<file path="src/rtl/ctx_bank_pkg.sv">
package ctx_bank_pkg;

    typedef enum logic [1:0] {
        CMD_STORE   = 2'd0,
        CMD_RESTORE = 2'd1,
        CMD_BANKX   = 2'd2,
        CMD_PTRSWAP = 2'd3
    } ctx_cmd_e;

    typedef enum logic [2:0] {
        KIND_BANKX,
        KIND_ONESIDE,
        KIND_TWOSIDE,
        KIND_PTR,
        KIND_RPT
    } ctx_kind_e;

    // Per-register transfer request produced by the command decoder.
    typedef struct packed {
        logic xchg;  // main <-> shadow
        logic save;  // main -> shadow
        logic load;  // shadow -> main
        logic wr;    // write port -> main
    } cell_act_t;

    function automatic int unsigned max2(input int unsigned a, input int unsigned b);
        return (a > b) ? a : b;
    endfunction

    // Register classes occupy consecutive index ranges.
    function automatic ctx_kind_e kind_of(input int unsigned idx,
                                          input int unsigned n_bx,
                                          input int unsigned n_os,
                                          input int unsigned n_ts,
                                          input int unsigned n_ptr);
        if (idx < n_bx)                     return KIND_BANKX;
        if (idx < n_bx + n_os)              return KIND_ONESIDE;
        if (idx < n_bx + n_os + n_ts)       return KIND_TWOSIDE;
        if (idx < n_bx + n_os + n_ts + n_ptr) return KIND_PTR;
        return KIND_RPT;
    endfunction

endpackage

</file>
<file path="src/rtl/ctx_reg_cell.sv">
module ctx_reg_cell
    import ctx_bank_pkg::*;
#(
    parameter int unsigned DATA_W = 16
) (
    input  logic              clk,
    input  logic              rst,
    input  cell_act_t         act,
    input  logic [DATA_W-1:0] wr_data,
    output logic [DATA_W-1:0] main_q,
    output logic [DATA_W-1:0] shadow_q
);

    always_ff @(posedge clk) begin
        if (rst) begin
            main_q   <= '0;
            shadow_q <= '0;
        end else if (act.xchg) begin
            main_q   <= shadow_q;
            shadow_q <= main_q;
        end else if (act.save) begin
            shadow_q <= main_q;
        end else if (act.load) begin
            main_q   <= shadow_q;
        end else if (act.wr) begin
            main_q   <= wr_data;
        end
    end

endmodule

</file>
<file path="src/rtl/ctx_cmd_decode.sv">
module ctx_cmd_decode
    import ctx_bank_pkg::*;
#(
    parameter int unsigned N_BANKX   = 4,
    parameter int unsigned N_ONESIDE = 3,
    parameter int unsigned N_TWOSIDE = 2,
    parameter int unsigned N_PTR     = 4,
    parameter int unsigned PTR_GRP   = 2,
    parameter int unsigned N_REGS    = 14,
    parameter int unsigned SEL_W     = 4,
    parameter int unsigned IDX_W     = 4
) (
    input  logic                     cmd_valid,
    input  logic [1:0]               cmd_op,
    input  logic [SEL_W-1:0]         cmd_sel,
    input  logic                     wr_en,
    input  logic [IDX_W-1:0]         wr_idx,
    input  logic                     cfg_hold_rpt,
    output cell_act_t [N_REGS-1:0]   act
);

    localparam int unsigned OFS_PTR = N_BANKX + N_ONESIDE + N_TWOSIDE;

    ctx_cmd_e op;
    logic     is_store, is_restore, is_ctx, is_bankx, is_ptrswap, wr_free;

    always_comb begin
        op         = ctx_cmd_e'(cmd_op);
        is_store   = cmd_valid && (op == CMD_STORE);
        is_restore = cmd_valid && (op == CMD_RESTORE);
        is_ctx     = is_store || is_restore;
        is_bankx   = cmd_valid && (op == CMD_BANKX);
        is_ptrswap = cmd_valid && (op == CMD_PTRSWAP);
        // Any command blocks the write port for this cycle.
        wr_free    = wr_en && !cmd_valid;
    end

    for (genvar i = 0; i < N_REGS; i++) begin : g_reg
        localparam ctx_kind_e KIND = kind_of(i, N_BANKX, N_ONESIDE, N_TWOSIDE, N_PTR);

        assign act[i].wr = wr_free && (wr_idx == IDX_W'(i));

        if (KIND == KIND_BANKX) begin : g_bx
            assign act[i].xchg = is_bankx && cmd_sel[i];
            assign act[i].save = 1'b0;
            assign act[i].load = 1'b0;
        end else if (KIND == KIND_ONESIDE) begin : g_os
            assign act[i].xchg = 1'b0;
            assign act[i].save = is_store;
            assign act[i].load = is_restore;
        end else if (KIND == KIND_TWOSIDE) begin : g_ts
            assign act[i].xchg = is_ctx;
            assign act[i].save = 1'b0;
            assign act[i].load = 1'b0;
        end else if (KIND == KIND_PTR) begin : g_ptr
            localparam int unsigned GRP = (i - OFS_PTR) / PTR_GRP;
            assign act[i].xchg = is_ctx || (is_ptrswap && cmd_sel[GRP]);
            assign act[i].save = 1'b0;
            assign act[i].load = 1'b0;
        end else begin : g_rpt
            assign act[i].xchg = is_ctx && !cfg_hold_rpt;
            assign act[i].save = 1'b0;
            assign act[i].load = 1'b0;
        end
    end

endmodule

</file>
<file path="src/rtl/ctx_shadow_bank.sv">
module ctx_shadow_bank
    import ctx_bank_pkg::*;
#(
    parameter int unsigned DATA_W    = 16,
    parameter int unsigned N_BANKX   = 4,
    parameter int unsigned N_ONESIDE = 3,
    parameter int unsigned N_TWOSIDE = 2,
    parameter int unsigned N_PTR     = 4,
    parameter int unsigned PTR_GRP   = 2,
    localparam int unsigned N_REGS     = N_BANKX + N_ONESIDE + N_TWOSIDE + N_PTR + 1,
    localparam int unsigned N_PTR_GRPS = (N_PTR + PTR_GRP - 1) / PTR_GRP,
    localparam int unsigned SEL_W      = max2(N_BANKX, N_PTR_GRPS),
    localparam int unsigned IDX_W      = $clog2(N_REGS)
) (
    input  logic                       clk,
    input  logic                       rst,
    input  logic                       cmd_valid,
    input  logic [1:0]                 cmd_op,
    input  logic [SEL_W-1:0]           cmd_sel,
    input  logic                       wr_en,
    input  logic [IDX_W-1:0]           wr_idx,
    input  logic [DATA_W-1:0]          wr_data,
    input  logic                       cfg_hold_rpt,
    output logic [N_REGS*DATA_W-1:0]   main_flat
);

    cell_act_t [N_REGS-1:0]     act;
    logic [N_REGS*DATA_W-1:0]   shadow_flat;

    ctx_cmd_decode #(
        .N_BANKX   (N_BANKX),
        .N_ONESIDE (N_ONESIDE),
        .N_TWOSIDE (N_TWOSIDE),
        .N_PTR     (N_PTR),
        .PTR_GRP   (PTR_GRP),
        .N_REGS    (N_REGS),
        .SEL_W     (SEL_W),
        .IDX_W     (IDX_W)
    ) dec_i (
        .cmd_valid    (cmd_valid),
        .cmd_op       (cmd_op),
        .cmd_sel      (cmd_sel),
        .wr_en        (wr_en),
        .wr_idx       (wr_idx),
        .cfg_hold_rpt (cfg_hold_rpt),
        .act          (act)
    );

    for (genvar i = 0; i < N_REGS; i++) begin : g_cell
        ctx_reg_cell #(
            .DATA_W (DATA_W)
        ) cell_i (
            .clk      (clk),
            .rst      (rst),
            .act      (act[i]),
            .wr_data  (wr_data),
            .main_q   (main_flat[i*DATA_W +: DATA_W]),
            .shadow_q (shadow_flat[i*DATA_W +: DATA_W])
        );
    end

endmodule

</file>
<file path="config.mk">
export PLATFORM = sky130hd
export DESIGN_NAME = ctx_shadow_bank
export DESIGN_NICKNAME = d
export VERILOG_FILES = /design/src/rtl/ctx_bank_pkg.sv /design/src/rtl/ctx_reg_cell.sv /design/src/rtl/ctx_cmd_decode.sv /design/src/rtl/ctx_shadow_bank.sv
export SDC_FILE = /design/constraint.sdc
export NUM_CORES = 1
export LEC_CHECK = 0
export BUFFER_PORTS_ARGS = -buffer_cell sky130_fd_sc_hd__buf_2
export CAP_MARGIN = 15
export CORE_AREA = 2 2 217 219
export CTS_BUF_LIST = sky130_fd_sc_hd__clkbuf_8
export CTS_CLUSTER_SIZE = 12
export DETAILED_ROUTE_END_ITERATION = 10
export DIE_AREA = 0 0 219 221
export SLEW_MARGIN = 0
export SYNTH_ARGS = -nofsm -noshare
export SYNTH_HDL_FRONTEND = slang
export SYNTH_SLANG_ARGS = --single-unit
</file>
<file path="constraint.sdc">
create_clock -name clk -period 1.55 [get_ports clk]
set_input_delay 0 -clock clk [delete_from_list [all_inputs] [get_ports clk]]
set_output_delay 0 -clock clk [all_outputs]
set_load 0.05 [all_outputs]
</file>
==> metrics.md, run 1 <==
| Metric | Value |
|---|---|
| Mapped Area | 0.01877 sq mm |
| Clk_lat worst skew | 640 ps |
| Maxcap violations | 0 |
| Worst min path class | input pin to flop |
| RSZ-0062 raised after global routing | false |
| Worst EP arrival | about 2000 ps |
| Placer Congestion | just over 0.8 |
| # nets final | roughly 2,500 |
| CP most frequent cell | buf_4 |
| Tcrit/Tclk final | 0.9602 |
| Largest net degree at the start of global routing | between 80 and 90 |
| Final core utilization | 0.4964 |
| FF-to-FF path depth | 3 |
| Crit Path Class | input pin to flop |
| Crit. End Element | flop |
| First-pass GRT wire length | 104.2 mm |
| Share of layout cells above drive strength 1 | 0.2148 |
| Grt ovf | 0 |
| Avg WL per Cell | 21.94 um |
| Crit-path max cell delay | ~560 ps |
| Critical path fanouts, max | 35 |
| Seq cells post-synth | about 450 |
| CP Launch Type | input pin |
| Row count | 79 |
| Ys Warns | 0 |
| Hold Path Depth | 4 |
| DRT iter0 DRCs | ~2,100 |
| Antenna Violating Nets Remaining | 0 |
| Number of global-route vias before repair | about 18,000 |
| Worst-path clk slew | approximately 60 ps |
| Post-Syn Instances | about 2,300 |
| FF-to-FF setup slack | about 350 ps |
| Most common cell in the netlist | dfxtp_1 |
| Die Span Y | roughly 220 um |
| Post-Place Worst Slack | -151.8 ps |
| Post-synth EDFFs | 0 |
| Max-slew headroom | 0.4854 |
| Post-CTS Setup Repair Bufs | 0 |
| Total Power | 26.72 mW |
| Commonest cells in the netlist | dfxtp_1 (448), nand2_1 (383), a21oi_1 (241), a311oi_1 (211), o21ai_0 (201) |
| Synth unique cells | 50 |
| Drt drc | 0 |
| Syn nets | approximately 2,300 |
| DR vias | about 19,000 |
| Seq/Total Area, Yosys | 0.4779 |
| VDD IR-drop max | around 830 uV |
| CTS tree | built |
| Crit-path cells | buf_4, buf_4, dlygate4sd3_1, buf_4, and4b_1, buf_12, nand3_1, a311oi_1 |
| Core footprint | approximately 0.046 sq mm |
| Vias/cell | around 6.0 |
| Async SR Flop Fraction | 0 |
| Final Hold Viols | 0 |
| Status | finished clean |
| Syn-to-layout area delta | 21.84% |
| Clock Tree Buf Depth | 3 |
| Worst-Margin Slew | about 770 ps |
| Total Die Area | between 0.04 and 0.05 sq mm |
| Final Skew | between 20 and 30 ps |
| Starting Density | 0.4074 |
| Synth top area share | 0.4779 |
| Final Max Slew Viols | 0 |
| DRT Pass-1 Iters | 5 |
| Crit-path slowest cell | dlygate4sd3_1 |
| CTS Buf Count | 76 |
| GRT Util Overall | 0.2729 |
| Syn avg cell area | around 8.3 sq um |
| Fmax achieved | approximately 670 MHz |
| Setup ws final | ~60 ps |
| Htree depth | 3 |
| Dominant synthesized flop cell | dfxtp_1 |
| Initial antenna violation count | 2 |
| Num ports | around 260 |
| Yosys top cell by area | dfxtp_1 |
| Lkg Pwr | 8.597 nW |
| DP HPWL | roughly 43 mm |
| Clk sinks | between 400 and 500 |
| Top cells by area, synth | dfxtp_1 (48%), a311oi_1 (9.8%), nand2_1 (7.7%) |
| Fin crit period | about 1500 ps |
| Die X | 219 um |
| Cell chosen for the clock root | clkbuf_8 |
| Port Buffers | approximately 250 |
| # setup viols final | 0 |
| Drt total wl | 68.83 mm |
| Req. time, crit path | between 2000 and 2500 ps |
| Cell Pwr Density | approximately 1200 mW/mm^2 |
## critical path: cells and delay by family
kind,cells,cell delay [ps]
AND/OR/NAND/NOR,2,400
AO/OA/AOI/OAI,1,320
buffers and inverters,5,1250
## sequential cells by signal (all words and copies together) (netlist names)
register / count
g_cell.cell_i.main_q: 224
g_cell.cell_i.shadow_q: 224
## timing repair
action                                 in CTS  in global routing
endpoints found under the hold margin     360                  0
setup endpoints to repair                   0                  1
hold buffers                               27                  0
resized for setup                           0                  1
## area by class of cell
type | count | area, sq um
Clock buffer | 93 | 1280
Multi-Input combinational cell | 1530 | 8526
Inverter | 10 | 37.54
Tap cell | 607 | 759.5
Clock inverter | 45 | 225.2
Fill cell | 4346 | 23200
Sequential cell | 448 | 8969
Timing Repair Buffer | 402 | 3063
Antenna cell | 2 | 5.005
## per-stage QoR
stage | std cells | TNS [ps] | cell area [sq um] | hold slack (ps)
finish | 3137 | 0 | 22860 | 70.79
global route | 3136 | 0 | 22860 | 61.43
CTS | 3135 | 0 | 22850 | 9.165
detailed placement | 2970 | -1223 | 21080 | 375.8
global placement | 2970 | -815.8 | 21080 | 367.7
floorplan | 2258 | 0 | 18770 | 173.5
## worst paths after layout
path | from | to
setup reg to reg | g_cell[11].cell_i.main_q[3]$_SDFFE_PP0P_ | g_cell[11].cell_i.shadow_q[3]$_SDFFE_PP0P_
hold / removal | wr_idx[3] | g_cell[12].cell_i.main_q[12]$_SDFFE_PP0P_
hold reg to reg | g_cell[5].cell_i.shadow_q[0]$_SDFFE_PP0N_ | g_cell[5].cell_i.shadow_q[0]$_SDFFE_PP0N_
setup / recovery | cmd_valid | g_cell[7].cell_i.main_q[15]$_SDFFE_PP0P_
## kinds of logic after synthesis
logic type | after synthesis | synth area share
buf+inv | 280 | 0.07074
simple gates | 760 | 0.1813
flops | 448 | 0.4779
compound gates | 770 | 0.2700
## cell usage in the layout (no fill, tap or decap), types with 3 or more instances in the layout
cell | Yosys | layout
a211oi_1 | 23 | 23
a21oi_1 | 241 | 241
a311oi_1 | 211 | 210
a31oi_1 | 40 | 40
and4b_1 | 5 | 5
buf_12 | 0 | 48
buf_2 | 64 | 252
buf_4 | 24 | 74
clkbuf_8 | 0 | 93
clkinv_2 | 0 | 5
clkinvlp_4 | 0 | 3
dfxtp_1 | 448 | 448
dlygate4sd3_1 | 0 | 27
inv_1 | 10 | 43
nand2_1 | 383 | 383
nand3_1 | 184 | 184
nand4_1 | 3 | 3
nand4b_1 | 3 | 3
nor2_1 | 116 | 116
nor3_1 | 30 | 30
nor3b_1 | 3 | 3
nor3b_4 | 2 | 3
nor4bb_1 | 4 | 4
o21ai_0 | 201 | 201
o21ai_1 | 5 | 5
o221a_2 | 34 | 34
o22ai_2 | 3 | 3
o31ai_1 | 4 | 4
o31ai_4 | 3 | 3
## report_power, final
part | switching, mW | internal [mW] | leakage (nW)
registers | 0.340 | 11.9 | 3.64
clock network | 4.90 | 5.60 | 0.894
logic | 2.89 | 1.05 | 4.06
total | 8.13 | 18.6 | 8.60
## layer usage
layer / vias up / share of wire / global-route usage
met5: - / 0.00019 / 0
met4: 2 / 0.038 / 0.1116
li1: 8629 / - / -
met1: 9210 / 0.41 / 0.3622
met3: 140 / 0.095 / 0.07505
met2: 867 / 0.46 / 0.4174
Power figures use the tool's default switching activity.
==> inputs of run 2 (changes only) <==
MAX_ROUTING_LAYER = met4   (was not set)
==> metrics.md, run 2 (synthesized netlist as in run 1, its figures left out) <==
| Metric | Value |
|---|---|
| Port Buffers | roughly 250 |
| GRT Util Overall | 0.2808 |
| Core footprint | roughly 0.046 sq mm |
| Drt total wl | between 60 and 70 mm |
| Starting Density | 0.4074 |
| Share of layout cells above drive strength 1 | 0.2148 |
| RSZ-0062 raised after global routing | false |
| Tcrit/Tclk final | 0.9598 |
| Grt ovf | 0 |
| Final core utilization | 0.4964 |
| Req. time, crit path | 2070 ps |
| DRT iter0 DRCs | between 2,000 and 2,500 |
| Reg power frac | 0.459 |
| Worst EP arrival | about 2000 ps |
| Placer Congestion | just over 0.8 |
| Fmax achieved | about 670 MHz |
| Final Max Slew Viols | 0 |
| Initial antenna violation count | 2 |
| DRT Pass-1 Iters | 5 |
| Clk_lat worst skew | approximately 650 ps |
| P_int | ~19 mW |
| Worst-Margin Slew | 792.9 ps |
| Htree depth | 3 |
| Clock power frac | 0.393 |
| Die X | 219 um |
| DR vias | around 19,000 |
| Post-CTS Setup Repair Bufs | 0 |
| Min Hold Slack | 78.47 ps |
| Total Power | between 20 and 30 mW |
| Critical path fanouts, max | 35 |
| Clk sinks | roughly 450 |
| FF-to-FF setup slack | approximately 360 ps |
| Cell Pwr Density | 1169 mW/mm^2 |
| Row count | 79 |
| Vias/cell | 5.971 |
| DP HPWL | about 43 mm |
| Avg WL per Cell | roughly 22 um |
| Worst min path class | input pin to flop |
| Num ports | roughly 260 |
| CTS tree | built |
| Max-slew headroom | 0.4714 |
| First-pass GRT wire length | 104.1 mm |
| Fin crit period | roughly 1500 ps |
| Maxcap violations | 0 |
| # nets final | 2,499 |
| Highest-count cells in the layout ignoring fill and taps | dfxtp_1 (448), nand2_1 (383), buf_2 (252) |
| Sw frac | 0.3043 |
| Crit Path Class | input pin to flop |
| Worst-path clk slew | roughly 60 ps |
| Combinational share of power | 0.148 |
| Final Skew | 27.54 ps |
| Number of global-route vias before repair | 17,527 |
| Clock Tree Buf Depth | 3 |
| Antenna Violating Nets Remaining | 0 |
| VDD IR-drop max | between 800 and 900 uV |
| Crit. End Element | flop |
| Final Hold Viols | 0 |
| Final setup TNS | 0 ps |
| CP Launch Type | input pin |
| Layout fillers | around 4,300 |
| Drt drc | 0 |
| Lkg Pwr | roughly 8.6 nW |
| Total Die Area | between 0.04 and 0.05 sq mm |
| Status | finished clean |
| CTS Buf Count | 76 |
| NetSw | a little over 8 mW |
| Largest regs | g_cell.cell_i.main_q (224), g_cell.cell_i.shadow_q (224) |
| Cell chosen for the clock root | clkbuf_8 |
| Syn-to-layout area delta | 21.86% |
| Die Span Y | about 220 um |
| Largest net degree at the start of global routing | 88 |
| # setup viols final | 0 |
| Most common cell after layout, fill and taps aside | dfxtp_1 |
## run 2: worst paths after layout
check | from | end | depth (start not counted)
max | cmd_valid | g_cell[7].cell_i.main_q[8]$_SDFFE_PP0P_ | 8
min reg2reg | g_cell[5].cell_i.shadow_q[4]$_SDFFE_PP0N_ | g_cell[5].cell_i.shadow_q[4]$_SDFFE_PP0N_ | 2
max reg2reg | g_cell[11].cell_i.main_q[3]$_SDFFE_PP0P_ | g_cell[11].cell_i.shadow_q[3]$_SDFFE_PP0P_ | 3
min | wr_idx[3] | g_cell[12].cell_i.main_q[12]$_SDFFE_PP0P_ | 4
## run 2: repair_timing
| item | CTS | global route |
|---|---|---|
| hold endpoints to repair | 360 | 0 |
| gates resized for setup | 0 | 1 |
| setup endpoints to repair | 0 | 1 |
| hold buffers | 27 | 0 |
## run 2: metal layers
| layer | part of all wire | wire, um | vias to the layer above | track usage |
|---|---|---|---|---|
| met5 | 0 | 0 | - | - |
| met4 | 0.035 | 2411 | 0 | 0.1105 |
| met3 | 0.093 | 6360 | 128 | 0.07368 |
| met2 | 0.45 | 31100 | 842 | 0.4168 |
| met1 | 0.42 | 28870 | 9129 | 0.3634 |
| li1 | - | - | 8639 | - |
## run 2: critical path, cell delays in order
cell and delay [ps]:
buf_4 130, buf_4 170, dlygate4sd3_1 560, buf_4 170, and4b_1 290, buf_12 220
nand3_1 120, a311oi_2 310
## run 2: metrics by stage
stage | setup slack, ps | instance area [sq um] | cells
2_1_floorplan | 314.6 | 18770 | 2258
3_3_place_gp | -103.7 | 21080 | 2970
4_1_cts | 99.95 | 22850 | 3135
5_1_grt | 19.21 | 22860 | 3137
3_5_place_dp | -151.8 | 21080 | 2970
6_report | 62.26 | 22870 | 3138
## run 2: power by group through the flow
stage / logic (mW) / registers, mW / clock network [mW]
2_1_floorplan: 1.47 / 13.5 / 0
3_3_place_gp: 3.80 / 12.5 / 0
3_5_place_dp: 3.85 / 12.5 / 0
4_1_cts: 3.92 / 12.3 / 10.7
5_1_grt: 4.14 / 12.3 / 11.2
6_report: 3.95 / 12.3 / 10.5
## run 2: area by class of cell
| cell class | count | area (sq um) | area share |
|---|---|---|---|
| Antenna cell | 3 | 7.507 | 0.0003283 |
| Clock buffer | 93 | 1280 | 0.05598 |
| Clock inverter | 45 | 225.2 | 0.009849 |
| Inverter | 10 | 37.54 | 0.001641 |
| Multi-Input combinational cell | 1530 | 8526 | 0.3728 |
| Sequential cell | 448 | 8969 | 0.3922 |
| Tap cell | 607 | 759.5 | 0.03321 |
| Timing Repair Buffer | 402 | 3063 | 0.1339 |
